[config.mk]
export PLATFORM = sky130hd
export DESIGN_NAME = clkgate_ctrl
export DESIGN_NICKNAME = d
export VERILOG_FILES = /design/src/rtl/clkgate_pkg.sv /design/src/rtl/clkgate_cfg_hold.sv /design/src/rtl/clkgate_fall_stage.sv /design/src/rtl/clkgate_and.sv /design/src/rtl/clkgate_ctrl.sv
export SDC_FILE = /design/constraint.sdc
export NUM_CORES = 1
export LEC_CHECK = 0
export ABC_AREA = 1
export BUFFER_PORTS_ARGS = -buffer_cell sky130_fd_sc_hd__buf_2
export CELL_PAD_IN_SITES_DETAIL_PLACEMENT = 1
export CELL_PAD_IN_SITES_GLOBAL_PLACEMENT = 2
export CORE_AREA = 2 2 39 41
export DETAILED_ROUTE_END_ITERATION = 8
export DIE_AREA = 0 0 41 43
export PLACE_DENSITY = 0.46
export RECOVER_POWER = 50
export SETUP_SLACK_MARGIN = 0.5
export SLEW_MARGIN = 20
export SYNTH_ARGS = -nofsm -noshare
export SYNTH_HDL_FRONTEND = slang
export SYNTH_HIERARCHICAL = 1
export SYNTH_SLANG_ARGS = --single-unit
[constraint.sdc]
create_clock -name clk_in -period 1.2 [get_ports clk_in]
set_input_delay 0.06 -clock clk_in [delete_from_list [all_inputs] [get_ports clk_in]]
set_output_delay 0.06 -clock clk_in [all_outputs]
set_load 0.01 [all_outputs]
[src/rtl/clkgate_pkg.sv]
package clkgate_pkg;

  localparam int MAX_STAGES = 8;

  // Number of enable stages that are actually registered
  function automatic int unsigned count_used(input logic [MAX_STAGES-1:0] byp,
                                             input int unsigned n);
    int unsigned cnt;
    cnt = 0;
    for (int unsigned i = 0; i < n; i++) begin
      if (!byp[i]) cnt++;
    end
    return cnt;
  endfunction

  // Bypass vector after applying the external-pin restriction
  function automatic logic [MAX_STAGES-1:0] allowed_bypass(input logic ext_pin,
                                                           input logic [MAX_STAGES-1:0] sel);
    return ext_pin ? '0 : sel;
  endfunction

endpackage

[src/rtl/clkgate_cfg_hold.sv]
module clkgate_cfg_hold #(
  parameter int W = 2
) (
  input  logic         clk,
  input  logic         rst_n,
  input  logic [W-1:0] sel_in,
  output logic [W-1:0] sel_q
);

  // Loads only during reset; frozen once reset is released
  always_ff @(posedge clk) begin
    if (!rst_n) sel_q <= sel_in;
  end

endmodule

[src/rtl/clkgate_fall_stage.sv]
module clkgate_fall_stage (
  input  logic clk,
  input  logic rst_n,
  input  logic d,
  input  logic byp,
  output logic r,
  output logic q
);

  always_ff @(negedge clk or negedge rst_n) begin
    if (!rst_n) r <= 1'b0;
    else        r <= d;
  end

  assign q = byp ? d : r;

endmodule

[src/rtl/clkgate_and.sv]
module clkgate_and (
  input  logic clk_in,
  input  logic en,
  output logic clk_out
);

  assign clk_out = clk_in & en;

endmodule

[src/rtl/clkgate_ctrl.sv]
module clkgate_ctrl
  import clkgate_pkg::*;
#(
  parameter int STAGES  = 2,
  parameter bit EXT_PIN = 1'b0
) (
  input  logic              clk_in,
  input  logic              rst_n,
  input  logic              en_req,
  input  logic [STAGES-1:0] byp_sel,
  output logic              clk_gated
);

  localparam int CW = 8;

  logic [STAGES-1:0] cfg_q;
  logic [STAGES-1:0] eff_byp;
  logic [STAGES-1:0] stage_reg;
  logic [STAGES-1:0] stage_d;
  logic [STAGES:0]   chain;
  logic              en_final;
  logic [CW-1:0]     used_cnt;

  clkgate_cfg_hold #(.W(STAGES)) u_cfg (
    .clk    (clk_in),
    .rst_n  (rst_n),
    .sel_in (byp_sel),
    .sel_q  (cfg_q)
  );

  assign eff_byp  = STAGES'(allowed_bypass(EXT_PIN, MAX_STAGES'(cfg_q)));
  assign used_cnt = CW'(count_used(MAX_STAGES'(eff_byp), STAGES));

  assign chain[0] = en_req;

  generate
    for (genvar g = 0; g < STAGES; g++) begin : g_stage
      clkgate_fall_stage u_st (
        .clk   (clk_in),
        .rst_n (rst_n),
        .d     (chain[g]),
        .byp   (eff_byp[g]),
        .r     (stage_reg[g]),
        .q     (chain[g+1])
      );
      assign stage_d[g] = chain[g];
    end
  endgenerate

  assign en_final = chain[STAGES];

  clkgate_and u_and (
    .clk_in  (clk_in),
    .en      (en_final),
    .clk_out (clk_gated)
  );

endmodule

# Yosys cells after proc, flatten, opt, wreduce, memory -nomap -nowiden
# Cells that the tools add are included.
# classes
bitwise	1
n_mux	2
# ops
cell	n
1-bit two-way mux	2
1-bit bitwise AND	1
# totals
out_inout_bits	1
register_bits	4
input_bits	5

# Logic depth before layout (Yosys ltp)
# logic_depth
word_depth	3
mapped_depth	7
ltp_nobuf	7

# By module
# The synthesis kept the hierarchy.
# modules_own_cells
mod	area_per_inst_um2	seq_area_each_um2	cells_each	instances
clkgate_fall_stage	40.0	25.0	5	2
clkgate_cfg_hold	63.8	60.1	3	1
clkgate_and	7.5	0.0	2	1

==> run summary <==
Hold Buf Count CTS - 3
Synthesized instance count - 15
Most frequent cells in the layout - 6 x nand2_1, 5 x clkbuf_4, 4 x buf_2
CP Data Required Time - 1140 ps
Worst Skew - 17.34 ps
Die Wd - 41 µm
Setup crit end kind - output port
Core box area - 0.001384 mm²
Grt ovf - 0
Endpoints failing hold - 0
Setup ws final - -635.6 ps
Later-pin clock latency in the skew report - 380 ps
Mux cell area share after synthesis - 0%
VDD IR-drop max - 0.7901 mV
Post-synthesis simple-gate area fraction - 17.36%
P per Cell Area - 2107 mW/mm²
Vert. Die Dim - 43 µm
Antenna Nets Post-Route - 0
Yosys warning count - 6
Max_cap viols - 0
Kind of critical path - reg -> out
Placed Area - 196.4 µm²
Status - finished, violations left
Setup-failing EPs final - 3
Initial antenna violation count - 0
RSZ-0062 raised after global routing - true
Mapped Nets - 20
Crit path max fanout - 2
Placement Setup Slack - -258.5 ps
Clock-pin slew on the worst setup and hold paths - 40 ps
First-pass GRT wire length - 765 µm
DR pass1 iterations - 2
IO Count - 6
Post-layout nets - 37
Worst path most repeated cell - nand2_1
Crit-path cells - nand2_1 > nand2_2 > nand2_1 > nand2_1 > nand2_1 > inv_2 > buf_6
Area grow syn2layout - 94.22%
Min-delay worst type - in -> reg
Synth Area in Adders - 0%
Seq cells post-synth - 4
CP delay by family, top - flip-flops
Commonest non-fill, non-tap cell in the layout - nand2_1
Crit path buf inv count - 2
Leak - 0.1542 nW
Syn_area_per_cell - 10.09 µm²
CP Launch Type - flip-flop
Layout cell share with drive strength beyond 1 - 46.67%
Vias in the first global route - 220
Cell row count - 14
Setup TNS - -855.4 ps
Total track usage - 9.577%
GP Congestion - 0.5406
Vias/cell - 3.435
Failing checks - negative setup slack
Hold_ws - 18.03 ps
Worst rel slew slack - 92.36%
Biggest cell delay along the critical path - 370 ps
Post-DR wirelength/cell - 10.37 µm
Worst-margin pin slew - 114.3 ps
Iteration-0 DRC Markers - 5
N_diodes - 0
Post-route cell area - 294.0 µm²
Slowest cell on crit path - dfrtn_1
Seq/Total Area, Yosys - 72.73%
Initial Util - 10.94%
CTS tree - yes
Port Buffers - 5
Syn Std Cell Area - 151.4 µm²
Arr. time, crit path - 1780 ps
Post-Synth XOR/XNOR Area - 0%
Total routed wirelength - 477 µm
Largest net degree at the start of global routing - 3
Max Slew Vio Count - 0
Post-synthesis compound-gate area fraction - 0%
Synth cell types - 4
Full die area - 0.001763 mm²
Total power - 619.5 µW
DRC viols - 0
Largest family of logic cells by synthesized area - simple AND/OR/NAND/NOR gates
Post-DP HPWL - 251.9 µm
DR vias - 158
[layer usage]
layer | up-vias | routed length [µm] | global-route usage [%]
li1 | 73 | - | -
met1 | 70 | 173 | 5.212
met2 | 10 | 214 | 7.500
met3 | 5 | 64 | 14.66
met4 | 0 | 25 | 18.00
met5 | - | 0 | 0
[layout make-up]
class	instances	area (µm²)
fill	160	1090
sequential	4	110.1
clock buffer	7	62.56
timing repair buffer	8	57.56
multi-input combinational	7	28.78
tap	16	20.02
inverter	3	11.26
clock inverter	1	3.754
[synth_stat cells, drive strengths merged]
| library cell | number | area, µm² |
|---|---|---|
| nand2 | 7 | 26.28 |
| inv | 4 | 15.01 |
| dfrtn | 2 | 50.05 |
| edfxtp | 2 | 60.06 |
[worst paths after layout]
path                                    from                end  slack, ps  cells after the start
min in group asynchronous              rst_n  g_stage[0].u_st/r        510                      2
setup reg to reg              u_cfg/sel_q[0]  g_stage[1].u_st/r       -220                      3
setup / recovery           g_stage[0].u_st/r          clk_gated       -640                      7
max in group asynchronous              rst_n  g_stage[1].u_st/r        530                      2
hold reg to reg            g_stage[0].u_st/r  g_stage[1].u_st/r        520                      3
hold / removal                         rst_n     u_cfg/sel_q[0]         20                      2
[where the power goes]
group,leakage [nW],total (mW),internal (mW),switching (mW)
clock,0.0445,0.423,0.291,0.132
sequential,0.0432,0.161,0.157,0.00434
combinational,0.0665,0.0351,0.0196,0.0155
total,0.154,0.619,0.468,0.152
[cells by family (layout without fill, tap and decap cells)]
kind of cell,count (synthesis),after routing
buffers and inverters,4,19
DFF,4,4
and+or+nand+nor,7,7
[flip-flops by register name, summed over array words and instances (netlist names)]
register and flops:
u_cfg/sel_q 2, g_stage.u_st/r 2
[repair_timing]
item,in CTS,in global routing
gates resized for setup,2,1
hold endpoints to repair,4,2
setup endpoints to repair,3,3
buffers inserted,0,1
cloned,0,0
pin swaps,2,1
[per-stage QoR]
stage	instances	util, %
after floorplan	15	-
after global placement	36	14.20
after detailed placement	36	14.20
after CTS	45	20.52
after global routing	46	21.25
final	46	21.25
No activity file was read; power rests on OpenSTA's default activity.
